File: src/rtl/hdr_ratio_pkg.sv
package hdr_ratio_pkg;

  typedef struct packed {
    logic clrAll;   // new image: wipe captured state
    logic capEnc;   // encryption word accepted now
    logic capCmp;   // compression word accepted now
    logic flagErr;  // image ended inside the header
  } hdrStrobe_t;

  localparam logic [1:0] RATIO_X1 = 2'd0;
  localparam logic [1:0] RATIO_X2 = 2'd1;
  localparam logic [1:0] RATIO_X4 = 2'd2;

endpackage

File: src/rtl/hdr_ratio_ctrl.sv
module hdr_ratio_ctrl
  import hdr_ratio_pkg::*;
#(
  parameter int ENC_IDX = 69,
  parameter int CMP_IDX = 229,
  parameter int CNT_W   = $clog2(CMP_IDX + 2)
) (
  input  logic       clk,
  input  logic       rstN,
  input  logic       sopIn,
  input  logic       eopIn,
  input  logic       wordValid,
  output hdrStrobe_t strobes
);

  localparam logic [CNT_W-1:0] ENC_POS  = CNT_W'(ENC_IDX);
  localparam logic [CNT_W-1:0] CMP_POS  = CNT_W'(CMP_IDX);
  localparam logic [CNT_W-1:0] CNT_LAST = CNT_W'(CMP_IDX + 1);

  logic             active;
  logic [CNT_W-1:0] wordCnt;
  logic [CNT_W-1:0] curIdx;
  logic             live;
  logic             take;

  always_comb begin
    curIdx          = sopIn ? '0 : wordCnt;
    live            = sopIn | active;
    take            = wordValid & live;
    strobes.clrAll  = sopIn;
    strobes.capEnc  = take && (curIdx == ENC_POS);
    strobes.capCmp  = take && (curIdx == CMP_POS);
    strobes.flagErr = eopIn && live && !strobes.capCmp;
  end

  always_ff @(posedge clk) begin
    if (!rstN) begin
      active  <= 1'b0;
      wordCnt <= '0;
    end else begin
      if (take)
        wordCnt <= curIdx + 1'b1;
      else if (sopIn)
        wordCnt <= '0;
      if (strobes.capCmp || strobes.flagErr)
        active <= 1'b0;
      else if (sopIn)
        active <= 1'b1;
    end
  end


  cnt_bound_chk: assert property (@(posedge clk) disable iff (!rstN)
    wordCnt <= CNT_LAST);


  cnt_idle_chk: assert property (@(posedge clk) disable iff (!rstN)
    (!wordValid && !sopIn) |=> $stable(wordCnt));


  done_quiet_chk: assert property (@(posedge clk) disable iff (!rstN)
    (!active && !sopIn) |-> (!strobes.capEnc && !strobes.capCmp && !strobes.flagErr));

endmodule

File: src/rtl/hdr_ratio_dp.sv
module hdr_ratio_dp
  import hdr_ratio_pkg::*;
#(
  parameter int DATA_W  = 32,
  parameter int ENC_LSB = 2,
  parameter int ENC_W   = 2,
  parameter int CMP_BIT = 1
) (
  input  logic              clk,
  input  logic              rstN,
  input  hdrStrobe_t        strobes,
  input  logic [DATA_W-1:0] wordData,
  input  logic              widthSel,
  output logic              encFlag,
  output logic              cmpFlag,
  output logic [1:0]        ratioCode,
  output logic              ratioValid,
  output logic              shortErr
);

  logic       encReg, cmpReg, validReg, errReg;
  logic [1:0] ratioReg;
  logic       encNext, cmpNext;
  logic [1:0] baseCode, ratioNext;
  logic       unusedData;

  assign unusedData = ^wordData;

  always_comb begin
    encNext = |wordData[ENC_LSB +: ENC_W];
    cmpNext = ~wordData[CMP_BIT];
    if (cmpNext)
      baseCode = RATIO_X4;
    else if (encReg)
      baseCode = RATIO_X2;
    else
      baseCode = RATIO_X1;
    ratioNext = baseCode + {1'b0, widthSel};
  end

  always_ff @(posedge clk) begin
    if (!rstN) begin
      encReg   <= 1'b0;
      cmpReg   <= 1'b0;
      ratioReg <= '0;
      validReg <= 1'b0;
      errReg   <= 1'b0;
    end else begin
      if (strobes.clrAll) begin
        encReg   <= 1'b0;
        cmpReg   <= 1'b0;
        ratioReg <= '0;
      end
      if (strobes.capEnc)
        encReg <= encNext;
      if (strobes.capCmp) begin
        cmpReg   <= cmpNext;
        ratioReg <= ratioNext;
      end
      validReg <= strobes.capCmp;
      errReg   <= strobes.flagErr;
    end
  end

  assign encFlag    = encReg;
  assign cmpFlag    = cmpReg;
  assign ratioCode  = ratioReg;
  assign ratioValid = validReg;
  assign shortErr   = errReg;


  valid_pulse_chk: assert property (@(posedge clk) disable iff (!rstN)
    validReg |=> !validReg);


  err_pulse_chk: assert property (@(posedge clk) disable iff (!rstN)
    errReg |=> !errReg);


  cmp_ratio_chk: assert property (@(posedge clk) disable iff (!rstN)
    (validReg && cmpReg) |-> ratioReg[1]);


  sop_clear_chk: assert property (@(posedge clk) disable iff (!rstN)
    strobes.clrAll |=> (!encReg && !cmpReg && ratioReg == 2'd0));


  valid_err_excl_chk: assert property (@(posedge clk) disable iff (!rstN)
    !(validReg && errReg));

endmodule

File: src/rtl/hdr_ratio_sel.sv
module hdr_ratio_sel
  import hdr_ratio_pkg::*;
#(
  parameter int DATA_W  = 32,
  parameter int ENC_IDX = 69,
  parameter int CMP_IDX = 229,
  parameter int ENC_LSB = 2,
  parameter int ENC_W   = 2,
  parameter int CMP_BIT = 1
) (
  input  logic              clk,
  input  logic              rstN,
  input  logic              sopIn,
  input  logic              eopIn,
  input  logic              wordValid,
  input  logic [DATA_W-1:0] wordData,
  input  logic              widthSel,
  output logic              encFlag,
  output logic              cmpFlag,
  output logic [1:0]        ratioCode,
  output logic              ratioValid,
  output logic              shortErr
);

  localparam int CNT_W = $clog2(CMP_IDX + 2);

  hdrStrobe_t strobes;

  hdr_ratio_ctrl #(
    .ENC_IDX(ENC_IDX),
    .CMP_IDX(CMP_IDX),
    .CNT_W  (CNT_W)
  ) i_ctrl (
    .clk      (clk),
    .rstN     (rstN),
    .sopIn    (sopIn),
    .eopIn    (eopIn),
    .wordValid(wordValid),
    .strobes  (strobes)
  );

  hdr_ratio_dp #(
    .DATA_W (DATA_W),
    .ENC_LSB(ENC_LSB),
    .ENC_W  (ENC_W),
    .CMP_BIT(CMP_BIT)
  ) i_dp (
    .clk       (clk),
    .rstN      (rstN),
    .strobes   (strobes),
    .wordData  (wordData),
    .widthSel  (widthSel),
    .encFlag   (encFlag),
    .cmpFlag   (cmpFlag),
    .ratioCode (ratioCode),
    .ratioValid(ratioValid),
    .shortErr  (shortErr)
  );

endmodule

File: config.mk
export PLATFORM = sky130hd
export DESIGN_NAME = hdr_ratio_sel
export DESIGN_NICKNAME = d
export VERILOG_FILES = /design/src/rtl/hdr_ratio_pkg.sv /design/src/rtl/hdr_ratio_ctrl.sv /design/src/rtl/hdr_ratio_dp.sv /design/src/rtl/hdr_ratio_sel.sv
export SDC_FILE = /design/constraint.sdc
export NUM_CORES = 1
export LEC_CHECK = 0
export ABC_AREA = 1
export BUFFER_PORTS_ARGS = -buffer_cell sky130_fd_sc_hd__buf_2
export CAP_MARGIN = 20
export CORE_MARGIN = 10
export CORE_UTILIZATION = 39
export CTS_CLUSTER_DIAMETER = 40
export DETAILED_ROUTE_END_ITERATION = 7
export PLACE_DENSITY = 0.72
export SYNTH_ARGS = -nofsm -noshare
export SYNTH_HDL_FRONTEND = slang
export SYNTH_SLANG_ARGS = --single-unit
File: constraint.sdc
create_clock -name clk -period 1.08 [get_ports clk]
set_clock_uncertainty 0.1 [all_clocks]
set_input_delay 0 -clock clk [delete_from_list [all_inputs] [get_ports clk]]
set_output_delay 0 -clock clk [all_outputs]
set_load 0.1 [all_outputs]
==> results of run 1 <==
-- repair_timing --
item                                    4_1_cts  5_1_grt
pin swaps                                     8        9
gates resized for setup                       7       15
endpoints found under the setup margin       14       15
hold buffers                                  6        0
buffers inserted                              2        1
endpoints found under the hold margin        14        0
-- worst register-to-register path: stages, from the launching register on --
cell and delay [ps]:
dfxtp_2 360, nor2_4 40, nor2_4 210, nand3_2 150, nor2_2 130, nand2_1 60
nand2_1 60, nor2_1 40
-- per-layer routing --
metal  up-vias  global-route usage, %  part of all wire, %  wire length [um]
met5         -                      0                    0                 0
met4         0                  4.011                 0.89                20
met3         4                  5.085                  5.6               125
met2        12                  18.84                   52              1162
met1       378                  12.34                   42               931
li1        436                      -                    -                 -
-- cell usage in the layout (no fill, tap or decap), drive strengths merged --
| master | Yosys | routed |
|---|---|---|
| xnor2 | 1 | 1 |
| ha | 2 | 2 |
| inv | 13 | 13 |
| nand3b | 1 | 1 |
| or2 | 1 | 1 |
| a21oi | 6 | 6 |
| nor3 | 1 | 1 |
| nor2 | 22 | 22 |
| nand3 | 12 | 12 |
| clkbuf | 0 | 3 |
| nand4 | 1 | 1 |
| o21ai | 6 | 6 |
| nand2 | 27 | 27 |
| dfxtp | 15 | 15 |
| o21a | 1 | 1 |
| clkinv | 0 | 1 |
| buf | 2 | 31 |
| dlygate4sd3 | 0 | 6 |
-- layout make-up --
cell class / instances / area [um2] / share of cell area [%]
clock buffer: 3 / 22.52 / 1.687
clock inverter: 1 / 5.005 / 0.3749
inverter: 13 / 51.30 / 3.843
multi-input combinational: 81 / 545.5 / 40.86
sequential: 15 / 316.6 / 23.71
tap: 27 / 33.78 / 2.530
timing repair buffer: 37 / 360.3 / 26.99
-- path summary, 6_finish.rpt --
kind / startpoint / end
worst min-delay path: wordValid / i_ctrl.wordCnt[0]
worst max-delay path: i_ctrl.active / i_ctrl.wordCnt[7]
worst max register to register: i_ctrl.active / i_ctrl.wordCnt[7]
worst min register to register: i_dp.ratioCode[0] / i_dp.ratioCode[0]
-- power breakdown --
part / internal [uW] / switching, uW / total (uW) / leakage (uW)
clock: 138 / 198 / 336 / 0.0000177
combinational: 88.2 / 98.0 / 186 / 0.000391
sequential: 558 / 8.75 / 567 / 0.000126
-- cell usage after synthesis, types with 2 or more instances --
cell,count,area (um2)
ha_1,2,25.02
nor2_4,4,45.04
nor2_2,2,12.51
nand3_1,9,45.04
o21ai_0,4,20.02
a21oi_1,6,30.03
inv_1,11,41.29
nand3_2,2,20.02
nand2_1,23,86.33
inv_2,2,7.510
nor2_1,16,60.06
dfxtp_1,15,300.3
nand2_4,3,33.78
o21ai_1,2,10.01
-- registers in the layout, indices dropped and copies added (netlist names) --
signal	count
i_dp.encFlag	1
i_dp.shortErr	1
i_dp.cmpFlag	1
i_dp.ratioValid	1
i_ctrl.wordCnt	8
i_dp.ratioCode	2
i_ctrl.active	1
-- logic make-up after synthesis --
family | count (synthesis) | synth area share (%)
DFF | 15 | 36.70
and+or+nand+nor | 65 | 42.97
xor gates and xnor gates | 1 | 1.071
buffers and inverters | 15 | 7.951
adders and majority gates | 2 | 3.058
AOI/OAI and AO/OA | 13 | 8.258
-- per-stage QoR --
| step | setup slack [ps] | hold WS, ps | cells | utilization (%) |
|---|---|---|---|---|
| 2_1_floorplan | -151.0 | -27.62 | 111 | - |
| 4_1_cts | -182.5 | 16.67 | 176 | 64.65 |
| 5_1_grt | -236.5 | 9.791 | 177 | 67.36 |
| 3_3_place_gp | -158.5 | 75.84 | 164 | 57.39 |
| 3_5_place_dp | -166.9 | 75.67 | 164 | 57.39 |
| 6_report | -158.0 | 10.68 | 177 | 67.36 |
==> metrics.md, run 1 <==
| Metric | Value |
|---|---|
| Final HPWL DP | 1494 um |
| DRT Wirelength | between 2000 and 2500 um |
| Worst-path cell chain | nor2_4 > nor2_4 > nand3_2 > nor2_2 > nand2_1 > nand2_1 > nor2_1 |
| Critical path's top delay family | simple AND/OR/NAND/NOR gates |
| Worst Hold Class | input port to flip-flop |
| Synth cell types | 24 |
| Total CTS buffers | 3 |
| Clk_lat worst skew | 290 ps |
| Failing checks | negative setup slack |
| Setup violators final | 14 |
| Syn Area/Cell | 7.372 um2 |
| Cell Pwr Density | a little over 800 nW/um2 |
| DRT Pass-1 Iters | 4 |
| TritonCTS clock tree | yes |
| Peak supply drop | 557.5 uV |
| Leakage | 0.0005351 uW |
| Synth Flop Type | dfxtp_1 |
| RSZ-0062 raised after global routing | true |
| Max incr delay on CP | roughly 360 ps |
| EDFF count, synth | 0 |
| Initial antenna violation count | 0 |
| Critical path fanouts, max | 5 |
| Worst path buffer plus inverter count | 0 |
| WS Path Type | flip-flop to flip-flop |
| Synthesized cell area | 818.3 um2 |
| # fillers | 166 |
| Port Buffers | 14 |
| WL/cell | 12.66 um |
| Net Count, Synth | about 150 |
| Via density | between 4 and 5 |
| Worst setup EP type | flip-flop |
| CTS sink count | 15 |
| Worst EP arrival | between 1000 and 1500 ps |
| Max Clk Rate | ~810 MHz |
| Placement-stage cell area | roughly 1100 um2 |
| CP max-delay cell | dfxtp_2 |
| Initial DRC Count | 20 |
| H-tree Lvls | 1 |
| Post-synthesis sequential area ratio | a little under two fifths |
| Total die area | around 4300 um2 |
| Antenna cell count | 0 |
| Req. time, crit path | ~1200 ps |
| Final antenna-violating net count | 0 |
| Vias | between 800 and 900 |
| Relative slew margins | around 84% |
| Die W | between 60 and 70 um |
| Reg2Reg Setup Slack | -160 ps |
| First-pass GRT wire length | between 3000 and 4000 um |
| # IOs | 44 |
| Max clock buf depth | 2 |
| Critical Path Start Type | flip-flop |
| Worst hold path depth | 4 |
| TNS Setup | -1490 ps |
| Total GRT Usage | between 10 and 15% |
| Largest net degree at the start of global routing | 14 |
| Hold Vio Cnt, Final | 0 |
| Max Cap Viol | 0 |
| Reg2Reg Depth | 7 |
| Share of cells above drive strength 1 | between 50% and 60% |
| Starting Density | approximately two fifths |
| Pwr Total | ~1100 uW |
| Synth async-reset ratio | 0% |
| Clk pin slew, worst setup/hold paths | around 90 ps |
| Final nets | between 150 and 200 |
| Die Span Y | roughly 66 um |
| Clk root buf | clkbuf_4 |
| DRC viols | 0 |
| Worst path depth | 7 |
| Min cycle time layout | ~1200 ps |
| Post-synthesis register bit count | 15 |
| Slew Limit Fails | 0 |
| Actual slew at the worst max-slew pin | 244.4 ps |
| Remaining Overflow, GRT | 0 |
| Tcrit/Tclk final | 114.6% |
| GP Congestion | 0.8625 |
| Status | complete, but fails checks |
| Core area | 1982 um2 |
| Vias in the first global route | around 860 |
| Site Rows | 16 |
| Post-route cell area | 1335 um2 |
| Setup WS post-layout | -158.0 ps |
| Synthesized instance count | 111 |
| Ys Warns | 0 |
| Layout area overhead | 63.15% |
No activity file was read; power rests on OpenSTA's default activity.
==> inputs of run 2 (changes only) <==
CORE_UTILIZATION = 40   (was 39)
SYNTH_HIERARCHICAL = 1   (was default)
==> run 2 against run 1 <==
Compared with the run above: critical path type unchanged; the flow still finishes with violations (negative setup slack); power grew 0.55%; synthesized cell count grew 6.3%; cell count grew 5.6%; global-route usage is essentially flat; clock power is essentially flat; clock-buffer cell count is the same; register-to-register slack lost 160 ps; final area grew 6.3%; critical path depth is the same; combinational power grew 4%; sequential power is essentially flat.
==> metrics.md, run 2 <==
| Metric | Value |
|---|---|
| Critical path fanouts, max | 5 (unchanged) |
| Worst Hold Class | input port to flip-flop |
| Synthesized cell area | 874.6 um2 (+6.9%) |
| Net Sw Power | 308.8 uW (+1.3%) |
| H-tree Lvls | 1 (unchanged) |
| Most common cell after layout, fill and taps aside | nand2_1 |
| Finished Core Util | 70.17% (+2.8 points) |
| Failing checks | negative setup slack |
| Combinational Power Share | 17.6% (+0.5 points) |
| Clk root buf | clkbuf_4 |
| Core area | 2022 um2 (+2.0%) |
| TNS Setup | -2967 ps (-1477 ps) |
| WS Path Type | flip-flop to flip-flop |
| Status | complete, but fails checks |
| Internal power | 786.7 uW (+0.27%) |
| Total die area | 4457 um2 (+2.9%) |
| Cell Pwr Density | 772.1 nW/um2 (-5.4%) |
| Synth async-reset ratio | 0% (unchanged) |
| Clk pin slew, worst setup/hold paths | 90 ps (about the same) |
| Synth top cells by count | nand2_1 (22), inv_1 (17), nor2_1 (17) |
| TritonCTS clock tree | yes |
| Slew Limit Fails | 0 (unchanged) |
| Site Rows | 16 (unchanged) |
| Actual slew at the worst max-slew pin | 332.3 ps (+87.83 ps) |
| DRC viols | 0 (unchanged) |
| Post-Place Cells | 172 (+4.9%) |
| Worst EP arrival | 1490 ps (+160 ps) |
| Setup WS post-layout | -316.0 ps (-157.9 ps) |
| Max FFs per register | 8 (unchanged) |
| Largest net degree at the start of global routing | 14 (unchanged) |
| Req. time, crit path | 1170 ps (about the same) |
| Tcrit/Tclk final | 129.3% (+15 points) |
| Clk_lat worst skew | 290 ps (about the same) |
| Syn Area/Cell | 7.412 um2 (+0.54%) |
| Post-synthesis register bit count | 15 (unchanged) |
| RSZ-0062 raised after global routing | true |
| Synth area leaders | dfxtp_1 (34%), nand2_1 (9.4%), nor2_4 (7.7%) |
| Relative slew margins | 77.85% (-5.8 points) |
| Post-synthesis sequential area ratio | 34.33% (-2.4 points) |
| Layout area overhead | 62.23% |
| Part of the power in registers | 51.8% (-0.3 points) |
| EDFF count, synth | 0 (unchanged) |
| Min cycle time layout | 1396 ps (+157.9 ps) |
| Final cell count without fillers | 187 (+5.6%) |
| Synth cell types | 26 (+8.3%) |
| Antenna cell count | 0 (unchanged) |
| Final nets | 201 (+5.2%) |
| Remaining Overflow, GRT | 0 (unchanged) |
| Final antenna-violating net count | 0 (unchanged) |
| Pwr Total | 1096 uW (+0.55%) |
| Die W | 66.76 um (+1.5%) |
| Vias | 909 (+9.5%) |
| Most numerous cell in the Yosys netlist | nand2_1 |
| # fillers | 127 (-23%) |
| Max Cap Viol | 0 (unchanged) |
| Net Sw Frac | 28.19% (+0.20 points) |
| Critical Path Start Type | flip-flop |
| Vias in the first global route | 893 (+3.6%) |
| Share of cells above drive strength 1 | 53.13% (+1.1 points) |
| CTS sink count | 15 (unchanged) |
| Hold Vio Cnt, Final | 0 (unchanged) |
| Top reg by flops | i_ctrl/wordCnt |
| Yosys top cell area share | 34.33% (-2.4 points) |
| Setup violators final | 14 (unchanged) |
| Leakage | 0.0005819 uW (+8.8%) |
| Final HPWL DP | 1625 um (+8.8%) |
| # IOs | 44 (unchanged) |
| Max Clk Rate | 716.4 MHz (-11%) |
| Die Span Y | 66.76 um (+1.5%) |
| GP Congestion | 0.8665 (+0.46%) |
| Net Count, Synth | 158 (+4.6%) |
| Clock power frac | 30.6% (-0.2 points) |
| Total GRT Usage | 11.27% (-0.037 points) |
| DRT Pass-1 Iters | 4 (unchanged) |
| Total CTS buffers | 3 (unchanged) |
| Starting Density | 43.25% (+2.0 points) |
| Yosys top cell by area | dfxtp_1 |
| Max clock buf depth | 2 (unchanged) |
| Register area | 316.6 um2 (unchanged) |
| Worst setup EP type | flip-flop |
| First-pass GRT wire length | 3953 um (+2.3%) |
| WL/cell | 12.72 um (+0.53%) |
| Initial antenna violation count | 0 (unchanged) |
| Port Buffers | 14 (unchanged) |
| Synth Flop Type | dfxtp_1 |
| Area of the multi-input gates | 558.0 um2 (+2.3%) |
| Initial DRC Count | 19 (-5.0%) |
| Min Hold Slack | 37.87 ps (+27.19 ps) |
| Via density | 4.861 (+3.7%) |
| DRT Wirelength | 2379 um (+6.2%) |
| Ys Warns | 6 (+6) |
| Synthesized instance count | 118 (+6.3%) |
| Most frequent cells in the layout | nand2_1 (21), buf_4 (16), nor2_1 (15) |
| Peak supply drop | 604.5 uV (+8.4%) |
## run 2: cell count changes after synthesis, moves of 2 or more
| cell | before | now |
|---|---|---|
| nand3_1 | 9 | 4 |
| nor2_2 | 2 | 4 |
| inv_1 | 11 | 17 |
| nor2_4 | 4 | 6 |
## run 2: power by group through the flow
stage / clock network (uW) / logic, uW / registers, uW
finish: 335 / 193 / 568
global route: 373 / 208 / 569
CTS: 333 / 186 / 568
detailed placement: 0 / 151 / 581
global placement: 0 / 147 / 580
floorplan: 0 / 83.9 / 591
## run 2: final cells by class
| cell class | count | area share [%] |
|---|---|---|
| clock buffer | 3 | 1.587 |
| clock inverter | 1 | 0.3527 |
| inverter | 21 | 6.173 |
| multi-input combinational | 79 | 39.33 |
| sequential | 15 | 22.31 |
| tap | 27 | 2.381 |
| timing repair buffer | 41 | 27.87 |
## run 2: critical path: stages, from the launching register on
cell and delay, ps:
dfxtp_2 360, inv_4 50, nor3_4 230, nand3_4 120
nor2_4 190, nor2_2 80, a22oi_2 110, nor2_1 50
## run 2: through the flow
stage               setup WS (ps)  instance area, um2
global placement           -191.1                1201
floorplan                  -206.5               910.9
detailed placement         -243.2                1201
CTS                        -253.0                1378
global route               -415.1                1419
finish                     -316.0                1419
## run 2: layer usage
metal  vias up  track usage (%)  part of all wire [%]
li1        445                -                     -
met1       425            12.56                    41
met2        32            18.60                    51
met3         7            3.679                   5.0
met4         0            5.759                   2.6
met5         -                0                     0
## run 2: cell families after synthesis
family,count (synthesis),synth area share [%]
fa+ha+maj,2,2.861
buf+inv,24,12.30
compound gates,16,10.30
simple gates,61,40.20
flops,15,34.33
## run 2: repair_timing
action | CTS | global route
gates resized for setup | 18 | 7
setup buffers | 2 | 2
pin swaps | 3 | 12
endpoints found under the hold margin | 14 | 0
hold buffers | 7 | 0
endpoints found under the setup margin | 15 | 16
## run 2: final timing paths
kind | startpoint | to | slack, ps | cells after the start
worst max register to register | i_ctrl/wordCnt[0] | i_dp/ratioCode[0] | -320 | 7
worst min register to register | i_dp/ratioCode[1] | i_dp/ratioCode[1] | 410 | 2
worst min-delay path | wordValid | i_ctrl/wordCnt[1] | 40 | 4
worst max-delay path | i_ctrl/wordCnt[0] | i_dp/ratioCode[0] | -320 | 7
